<file path="src/rtl/tfd_pkg.sv">
package tfd_pkg;
  typedef enum logic [1:0] {
    TCF_NONE  = 2'd0,
    TCF_SYNC  = 2'd1,
    TCF_ASYNC = 2'd2,
    TCF_RSVD  = 2'd3
  } tcf_mode_e;

  localparam int unsigned SYN_W   = 25;
  localparam int unsigned FSC_W   = 6;
  localparam logic [5:0]  FSC_TAG = 6'h11;
  localparam int unsigned WNR_BIT = 6;
endpackage

</file>
<file path="src/rtl/tfd_mode_sel.sv">
module tfd_mode_sel #(
  parameter int unsigned CTRL_W  = 64,
  parameter int unsigned USR_LSB = 38,
  parameter int unsigned PRV_LSB = 40,
  parameter int unsigned LVL_W   = 2
) (
  input  logic [CTRL_W-1:0] ctrl_i,
  input  logic              el0_regime_i,
  input  logic [LVL_W-1:0]  el_i,
  output tfd_pkg::tcf_mode_e mode_o,
  output logic [LVL_W-1:0]  rpt_lvl_o
);
  import tfd_pkg::*;

  logic [1:0] usr_f, prv_f;
  assign usr_f = ctrl_i[USR_LSB +: 2];
  assign prv_f = ctrl_i[PRV_LSB +: 2];

  always_comb begin
    if (el0_regime_i) begin
      mode_o    = tcf_mode_e'(usr_f);
      rpt_lvl_o = '0;
    end else begin
      mode_o    = tcf_mode_e'(prv_f);
      rpt_lvl_o = el_i;
    end
  end
endmodule

</file>
<file path="src/rtl/tfd_sync_report.sv">
module tfd_sync_report #(
  parameter int unsigned ADDR_W = 64,
  parameter int unsigned SYN_W  = tfd_pkg::SYN_W
) (
  input  logic              clk_i,
  input  logic              rst_ni,
  input  logic              fire_i,
  input  logic [ADDR_W-1:0] addr_i,
  input  logic              write_i,
  input  logic              same_lvl_i,
  output logic              abort_o,
  output logic [ADDR_W-1:0] addr_o,
  output logic [SYN_W-1:0]  syn_o,
  output logic              same_lvl_o
);
  import tfd_pkg::*;

  logic [SYN_W-1:0] syn_d;

  always_comb begin
    syn_d                = '0;
    syn_d[FSC_W-1:0]     = FSC_TAG;
    syn_d[WNR_BIT]       = write_i;
  end

  always_ff @(posedge clk_i or negedge rst_ni) begin
    if (!rst_ni) begin
      abort_o    <= 1'b0;
      addr_o     <= '0;
      syn_o      <= '0;
      same_lvl_o <= 1'b0;
    end else begin
      abort_o <= fire_i;
      if (fire_i) begin
        addr_o     <= addr_i;
        syn_o      <= syn_d;
        same_lvl_o <= same_lvl_i;
      end
    end
  end

  a_r2_pulse_follows_fire: assert property (@(posedge clk_i) disable iff (!rst_ni)
    fire_i |=> abort_o);
  a_r2_no_spurious_pulse: assert property (@(posedge clk_i) disable iff (!rst_ni)
    !fire_i |=> !abort_o);
  a_r3_fsc_code: assert property (@(posedge clk_i) disable iff (!rst_ni)
    abort_o |-> syn_o[FSC_W-1:0] == FSC_TAG);
  a_r10_hold: assert property (@(posedge clk_i) disable iff (!rst_ni)
    !fire_i |=> $stable(addr_o) && $stable(syn_o));
endmodule

</file>
<file path="src/rtl/tfd_async_status.sv">
module tfd_async_status #(
  parameter int unsigned NUM_LVL = 4,
  parameter int unsigned RNG     = 2,
  localparam int unsigned LVL_W  = $clog2(NUM_LVL),
  localparam int unsigned SEL_W  = $clog2(RNG)
) (
  input  logic                          clk_i,
  input  logic                          rst_ni,
  input  logic                          set_i,
  input  logic [LVL_W-1:0]              set_lvl_i,
  input  logic [SEL_W-1:0]              set_sel_i,
  input  logic                          clr_i,
  input  logic [LVL_W-1:0]              clr_lvl_i,
  input  logic [RNG-1:0]                clr_mask_i,
  input  logic [LVL_W-1:0]              rd_lvl_i,
  output logic [RNG-1:0]                rd_o,
  output logic [NUM_LVL-1:0][RNG-1:0]   stat_o
);
  logic [NUM_LVL-1:0][RNG-1:0] stat_q;

  for (genvar l = 0; l < NUM_LVL; l++) begin : g_lvl
    for (genvar b = 0; b < RNG; b++) begin : g_bit
      logic set_hit, clr_hit;
      assign set_hit = set_i && (set_lvl_i == LVL_W'(l)) && (set_sel_i == SEL_W'(b));
      assign clr_hit = clr_i && (clr_lvl_i == LVL_W'(l)) && clr_mask_i[b];

      always_ff @(posedge clk_i or negedge rst_ni) begin
        if (!rst_ni)      stat_q[l][b] <= 1'b0;
        else if (set_hit) stat_q[l][b] <= 1'b1;
        else if (clr_hit) stat_q[l][b] <= 1'b0;
      end

      a_r5_set_lands: assert property (@(posedge clk_i) disable iff (!rst_ni)
        set_hit |=> stat_q[l][b]);
      a_r8_sticky: assert property (@(posedge clk_i) disable iff (!rst_ni)
        stat_q[l][b] && !clr_hit |=> stat_q[l][b]);
      a_r8_no_self_set: assert property (@(posedge clk_i) disable iff (!rst_ni)
        !stat_q[l][b] && !set_hit |=> !stat_q[l][b]);
    end
  end

  assign rd_o   = stat_q[rd_lvl_i];
  assign stat_o = stat_q;
endmodule

</file>
<file path="src/rtl/tag_fault_dispatch.sv">
module tag_fault_dispatch #(
  parameter int unsigned ADDR_W   = 64,
  parameter int unsigned CTRL_W   = 64,
  parameter int unsigned NUM_LVL  = 4,
  parameter int unsigned RNG      = 2,
  parameter int unsigned SEL_BIT  = 55,
  parameter int unsigned USR_LSB  = 38,
  parameter int unsigned PRV_LSB  = 40,
  localparam int unsigned LVL_W   = $clog2(NUM_LVL),
  localparam int unsigned SEL_W   = $clog2(RNG),
  localparam int unsigned SYN_W   = tfd_pkg::SYN_W
) (
  input  logic              clk_i,
  input  logic              rst_ni,
  input  logic              fail_i,
  input  logic [ADDR_W-1:0] addr_i,
  input  logic              write_i,
  input  logic [LVL_W-1:0]  el_i,
  input  logic              el0_regime_i,
  input  logic              two_range_i,
  input  logic [CTRL_W-1:0] sctlr_i,
  input  logic [LVL_W-1:0]  reg_sel_i,
  input  logic              reg_wr_i,
  input  logic [RNG-1:0]    reg_wdata_i,
  output logic [RNG-1:0]    reg_rdata_o,
  output logic              abort_o,
  output logic [ADDR_W-1:0] abort_addr_o,
  output logic [SYN_W-1:0]  abort_syn_o,
  output logic              abort_same_lvl_o
);
  import tfd_pkg::*;

  tcf_mode_e                   mode;
  logic [LVL_W-1:0]            rpt_lvl;
  logic                        sync_fire, async_set;
  logic [SEL_W-1:0]            sel;
  logic [NUM_LVL-1:0][RNG-1:0] stat;

  tfd_mode_sel #(
    .CTRL_W (CTRL_W),
    .USR_LSB(USR_LSB),
    .PRV_LSB(PRV_LSB),
    .LVL_W  (LVL_W)
  ) u_mode (
    .ctrl_i      (sctlr_i),
    .el0_regime_i(el0_regime_i),
    .el_i        (el_i),
    .mode_o      (mode),
    .rpt_lvl_o   (rpt_lvl)
  );

  assign sync_fire = fail_i && (mode == TCF_SYNC);
  assign async_set = fail_i && (mode == TCF_ASYNC);
  assign sel       = two_range_i ? SEL_W'(addr_i[SEL_BIT]) : '0;

  tfd_sync_report #(
    .ADDR_W(ADDR_W),
    .SYN_W (SYN_W)
  ) u_sync (
    .clk_i     (clk_i),
    .rst_ni    (rst_ni),
    .fire_i    (sync_fire),
    .addr_i    (addr_i),
    .write_i   (write_i),
    .same_lvl_i(rpt_lvl != '0),
    .abort_o   (abort_o),
    .addr_o    (abort_addr_o),
    .syn_o     (abort_syn_o),
    .same_lvl_o(abort_same_lvl_o)
  );

  tfd_async_status #(
    .NUM_LVL(NUM_LVL),
    .RNG    (RNG)
  ) u_stat (
    .clk_i     (clk_i),
    .rst_ni    (rst_ni),
    .set_i     (async_set),
    .set_lvl_i (rpt_lvl),
    .set_sel_i (sel),
    .clr_i     (reg_wr_i),
    .clr_lvl_i (reg_sel_i),
    .clr_mask_i(reg_wdata_i),
    .rd_lvl_i  (reg_sel_i),
    .rd_o      (reg_rdata_o),
    .stat_o    (stat)
  );

  a_r7_ignored_modes: assert property (@(posedge clk_i) disable iff (!rst_ni)
    fail_i && (sctlr_i[USR_LSB +: 2] != 2'd1) && el0_regime_i && !reg_wr_i
      && (sctlr_i[USR_LSB +: 2] != 2'd2) |=> !abort_o && $stable(stat));
  a_r5_async_no_abort: assert property (@(posedge clk_i) disable iff (!rst_ni)
    async_set |=> !abort_o);
  a_r4_el0_not_same: assert property (@(posedge clk_i) disable iff (!rst_ni)
    fail_i && el0_regime_i |=> !abort_same_lvl_o || !abort_o);
endmodule

</file>
<file path="config.mk">
export PLATFORM = sky130hd
export DESIGN_NAME = tag_fault_dispatch
export DESIGN_NICKNAME = d
export VERILOG_FILES = /design/src/rtl/tfd_pkg.sv /design/src/rtl/tfd_mode_sel.sv /design/src/rtl/tfd_sync_report.sv /design/src/rtl/tfd_async_status.sv /design/src/rtl/tag_fault_dispatch.sv
export SDC_FILE = /design/constraint.sdc
export NUM_CORES = 1
export LEC_CHECK = 0
export BUFFER_PORTS_ARGS = -buffer_cell sky130_fd_sc_hd__buf_2
export CORE_ASPECT_RATIO = 0.5
export CORE_MARGIN = 2
export CORE_UTILIZATION = 41
export CTS_CLUSTER_SIZE = 25
export DETAILED_ROUTE_END_ITERATION = 8
export PLACE_DENSITY = 0.81
export RECOVER_POWER = 25
export SLEW_MARGIN = 20
export SYNTH_ARGS = -nofsm -noshare
export SYNTH_HDL_FRONTEND = slang
export SYNTH_SLANG_ARGS = --single-unit
export TNS_END_PERCENT = 1
</file>
<file path="constraint.sdc">
create_clock -name clk_i -period 2 [get_ports clk_i]
set_input_delay 0.6 -clock clk_i [delete_from_list [all_inputs] [get_ports clk_i]]
set_output_delay 0.6 -clock clk_i [all_outputs]
set_load 0.02 [all_outputs]
</file>
==> metrics.txt, run 1 <==
Sw Share 30.7%; area of the multi-input gates 1210 um^2; fin crit share 99.6%; Max FO, Critical Path 4; DRT Pass-1 Iters 4; CTS tree yes; clock tree buffer depth 2; Detailed Route Iter0 Violations 121; largest net degree at the start of global routing 36; RePlAce Congestion 0.856; DRC 0; post_cts resized 2; endpoints failing hold 0; Setup CP Type input port to primary output; Clk pwr share 30.3%; cts hold-fix bufs 0; HP Class input port to asynchronous set/reset pin; worst r2r path cells 1; Commonest cells post-synth 76 x dfrtp_1, 37 x mux2_2, 28 x mux2_4; WP data arrival 1390 ps; multiplexer share of the synthesized area 27.0%; chip width 130 um; Setup crit start kind input port; Storage cell area 1900 um^2; die area 8740 um^2; num ports 234; count leader, synth dfrtp_1; Critical Path End reg_rdata_o[1]; largest family of logic cells by synthesized area multiplexers; Overflow after GRT 0; cell count after placement 468; Synth Area per Inst 15.4 um^2; n_diodes 0; Max Fclk 502 MHz; reg-to-reg endpoint u_sync.syn_o[4]$_DFFE_PN0P_; core area 7510 um^2; Synth area leader dfrtp_1; # setup viols final 0; Seq pwr share 41.7%; # rows 22; leakage 2.18 nW; Synth Register Bits 76; port bufs 151; Die Span Y 67.1 um; initial antenna violation count 0; GRT Resource Usage Total 16.8%; Area growth, synth to finish 33.2%; Setup Buffers After CTS 0; Synth Area in Compound Gates 3.10%; via count 2,201; flop2flop setup slack 1190 ps; synthesis warning total 0; switching power 1.49 mW; CTS Root Cell clkbuf_16; RR Startpoint u_sync.syn_o[4]$_DFFE_PN0P_; CP Capture Type primary output; Critical Path RT 1400 ps; Maximum Capacitance Violations 0; post-synthesis adder-cell area fraction 0%; Max VDD drop 0.625 mV; Avg WL per Cell 14.6 um; worst slack at placement -5.71 ps; post-route clock skew 0 ps; P_int 3.37 mW; Num Clock Sinks 76; Post-Synth XOR/XNOR Area 0%; Mapped Area 3270 um^2; library cells used by synthesis 25; routed wire length 7050 um; status finished, final reports clean; gate count of the mapped netlist 212; top-area cell type share of the netlist area 58.2%; measured slew at the worst slew-check pin 817 ps; clk_lat worst skew 330 ps; worst rel slew slack 45.6%; pwr/cell area 1120 nW/um^2; Final min period 1990 ps; remaining antenna violation count 0; filler cell count in the final layout 620; asr flop ratio synth 100%; CTS clk-pin slew, worst paths 50 ps; # nets final 512; ys flop type dfrtp_1; sequential element share of the synthesized area 58.2%; initial core utilization 43.5%; final worst-path setup slack 8.71 ps; share of layout cells above drive strength 1 64.3%; Via density 4.56; H-Tree Depth 3; Simple-Gate Fraction of Synth Area 4.29%; final core utilization 57.9%; CTS Buf Count 9; Logic pwr share 28.1%; Final HPWL DP 5210 um; first-pass GRT wire length 11,000 um; crit path launch reg_sel_i[0]; Non-Filler Instances 483; RSZ-0062 raised after global routing no; EDFF count, synth 0; Pins Over Slew Limit 0; vias in the first global route 2,331; top post-synthesis cells by area dfrtp_1 58%, mux2_4 13%, mux2_2 13%
worst min-delay path by stage:
stage / startpoint / slack [ps] / cells past startpoint / end
final: rst_ni / 360 / 1 / u_sync.same_lvl_o$_DFFE_PN0P_
after global routing: rst_ni / 420 / 1 / u_sync.addr_o[37]$_DFFE_PN0P_
after CTS: rst_ni / 220 / 1 / u_sync.same_lvl_o$_DFFE_PN0P_
after detailed placement: u_sync.addr_o[3]$_DFFE_PN0P_ / 490 / 1 / u_sync.addr_o[3]$_DFFE_PN0P_
after global placement: u_sync.addr_o[32]$_DFFE_PN0P_ / 480 / 1 / u_sync.addr_o[32]$_DFFE_PN0P_
after floorplan: rst_ni / 300 / 0 / u_stat.stat_o[0]$_DFFE_PN0P_
area by class of cell:
class,instances,share of cell area [%]
tap,108,3.11
clock inverter,2,0.230
clock buffer,13,5.98
timing repair buffer,158,19.1
sequential,76,43.7
multi-input combinational,126,27.8
flip-flops by register name, indices dropped and copies added (netlist names):
signal	count
u_sync.syn_o	2
u_stat.stat_o	8
u_sync.addr_o	64
u_sync.abort_o	1
u_sync.same_lvl_o	1
kinds of logic (layout without fill, tap and decap cells):
| logic type | count (synthesis) | count (layout) |
|---|---|---|
| muxes | 67 | 67 |
| AOI/OAI and AO/OA | 18 | 18 |
| and+or+nand+nor | 19 | 19 |
| other | 1 | 22 |
| DFF | 76 | 76 |
| buffers and inverters | 31 | 173 |
power by group through the flow:
stage	clock network (mW)	logic (mW)	registers, mW
floorplan	0	0.505	2.43
global placement	0	1.36	2.03
detailed placement	0	1.39	2.04
CTS	1.51	1.39	2.03
global route	1.57	1.46	2.07
finish	1.47	1.37	2.03
critical path: stages:
cell    delay (ps)
buf_4          120
mux4_2         500
buf_4          170
through the flow:
step	cell area, um^2	hold slack (ps)	power, mW	setup TNS, ps
CTS	4370	222	4.94	0
detailed placement	4100	486	3.43	-6.05
global route	4350	418	5.10	0
floorplan	3350	304	2.93	0
global placement	4100	484	3.39	-5.94
finish	4350	356	4.87	0
metal layers:
metal | vias up | track usage [%] | part of all wire, %
met5 | - | 0 | 0
met4 | 0 | 7.66 | 1.4
met3 | 12 | 4.82 | 5.4
met2 | 73 | 32.3 | 55
met1 | 1100 | 17.3 | 38
li1 | 1016 | - | -
cells in the final DEF, fill, tap and decap left out, drive strengths merged, types with 2 or more instances in the layout:
master    n
buf     155
clkbuf   16
clkinv    2
conb     22
dfrtp    76
mux2     65
mux4      2
nand2     5
nand2b    2
nand3     2
nand3b    2
o21ai    14
o31ai     3
Power figures use the tool's default switching activity.
==> inputs of run 2 (changes only) <==
--- a/config.mk
+++ b/config.mk
@@ -11,9 +11,8 @@
 export CORE_UTILIZATION = 41
 export CTS_CLUSTER_SIZE = 25
 export DETAILED_ROUTE_END_ITERATION = 8
-export PLACE_DENSITY = 0.81
+export PLACE_DENSITY = 0.8
 export RECOVER_POWER = 25
-export SLEW_MARGIN = 20
 export SYNTH_ARGS = -nofsm -noshare
 export SYNTH_HDL_FRONTEND = slang
 export SYNTH_SLANG_ARGS = --single-unit
==> metrics.txt, run 2 (synthesis gave the netlist of run 1 again) <==
Worst path depth 3; Max FO, Critical Path 4; Final HPWL DP 5430 um; Non-Filler Instances 484; pwr/cell area 1210 nW/um^2; Area growth, synth to finish 36.6%; port bufs 151; # setup viols final 0; setup TNS 0 ps; num ports 234; Min Hold Slack 322 ps; share of layout cells above drive strength 1 65.2%; core area 7510 um^2; CTS clk-pin slew, worst paths 60 ps; endpoints failing hold 0; commonest non-fill, non-tap cells in the layout 148 x buf_2, 76 x dfrtp_1, 37 x mux2_2; Overflow after GRT 0; n_diodes 0; first-pass GRT wire length 11,300 um; Reg with most FFs u_sync.addr_o; Max Fclk 508 MHz; initial core utilization 43.5%; Max VDD drop 0.636 mV; # nets final 512; Die Span Y 67.1 um; RePlAce Congestion 0.831; CTS Root Cell clkbuf_16; Critical Path RT 1400 ps; Num Clock Sinks 76; largest net degree at the start of global routing 32; clk_lat worst skew 330 ps; remaining antenna violation count 0; Avg WL per Cell 15.0 um; fin crit share 98.4%; Maximum Capacitance Violations 0; CTS tree yes; worst r2r path cells 1; HP Class input port to asynchronous set/reset pin; max reg flops 64; status finished, final reports clean; post-route cell area 4460 um^2; cts hold-fix bufs 0; crit path cell chain buf_4 -> mux4_2 -> buf_6; Final min period 1970 ps; leakage 2.23 nW; Setup CP Type input port to primary output; Setup Buffers After CTS 0; Sw Share 28.5%; clock tree buffer depth 2; reg-to-reg endpoint u_sync.syn_o[4]$_DFFE_PN0P_; GRT Resource Usage Total 17.5%; Detailed Route Iter0 Violations 76; area of the multi-input gates 1210 um^2; RR Startpoint u_sync.syn_o[4]$_DFFE_PN0P_; initial antenna violation count 0; P_int 3.86 mW; Pins Over Slew Limit 0; vias in the first global route 2,313; cell count after placement 468; placed inst area 4100 um^2; H-Tree Depth 3; via count 2,223; Logic pwr share 25.6%; WP data arrival 1370 ps; top cell family by delay on the critical path multiplexers; CP peak stage delay 510 ps; # rows 22; measured slew at the worst slew-check pin 791 ps; Setup crit start kind input port; worst rel slew slack 47.3%; CP bufs+invs 2; CTS Buf Count 9; DRT Pass-1 Iters 4; CP Capture Type primary output; post-route clock skew 0 ps; chip width 130 um; filler cell count in the final layout 623; die area 8740 um^2; flop2flop setup slack 1210 ps; commonest non-fill, non-tap cell in the layout buf_2; Clk pwr share 36.9%; crit path max-delay cell type mux4_2; routed wire length 7280 um; Seq pwr share 37.5%; Via density 4.59; switching power 1.54 mW; DRC 0; Storage cell area 1900 um^2; RSZ-0062 raised after global routing no
[run 2: cell count changes in the layout (fill, tap and decap cells not counted)]
cell	previous run	this run
bufinv_16	0	4
clkbuf_1	3	0
clkinv_2	2	0
clkinvlp_4	0	2
buf_6	0	1
clkbuf_8	2	1
[run 2: worst max-delay path by stage]
stage / endpoint / start
CTS: reg_rdata_o[0] / reg_sel_i[0]
finish: reg_rdata_o[0] / reg_sel_i[0]
detailed placement: reg_rdata_o[0] / reg_sel_i[0]
global route: reg_rdata_o[1] / u_stat.stat_o[7]$_DFFE_PN0P_
floorplan: reg_rdata_o[0] / reg_sel_i[0]
global placement: reg_rdata_o[0] / reg_sel_i[0]
[run 2: final cells by class]
cell class	instances	area share (%)
sequential	76	42.6
multi-input combinational	126	27.1
timing repair buffer	158	18.8
clock buffer	10	5.36
clock inverter	6	3.03
tap	108	3.03
[run 2: power groups by stage]
| stage | clock network, mW | registers [mW] | logic, mW |
|---|---|---|---|
| 2_1_floorplan | 0 | 2.43 | 0.505 |
| 3_3_place_gp | 0 | 2.03 | 1.37 |
| 3_5_place_dp | 0 | 2.05 | 1.39 |
| 4_1_cts | 2.03 | 2.03 | 1.41 |
| 5_1_grt | 2.12 | 2.07 | 1.47 |
| 6_report | 1.99 | 2.03 | 1.38 |
[run 2: metrics by stage]
stage	utilization (%)	worst slack (ps)	total power [mW]
floorplan	-	63.1	2.93
global placement	54.5	-3.22	3.39
detailed placement	54.5	-12.8	3.44
CTS	59.6	26.8	5.47
global route	59.4	9.41	5.66
finish	59.4	31.1	5.40
[run 2: per-layer routing]
metal,share of wire (%),track usage (%),up-vias,routed length [um]
met2,57,33.2,76,4120
li1,-,-,1025,-
met5,0,0,-,0
met4,1.9,8.47,0,139
met3,5.2,4.82,10,379
met1,36,18.2,1112,2650
[run 2: timing repair]
action | in CTS | in global routing
endpoints found under the hold margin | 0 | 0
gates resized for setup | 3 | 0
setup endpoints to repair | 2 | 0
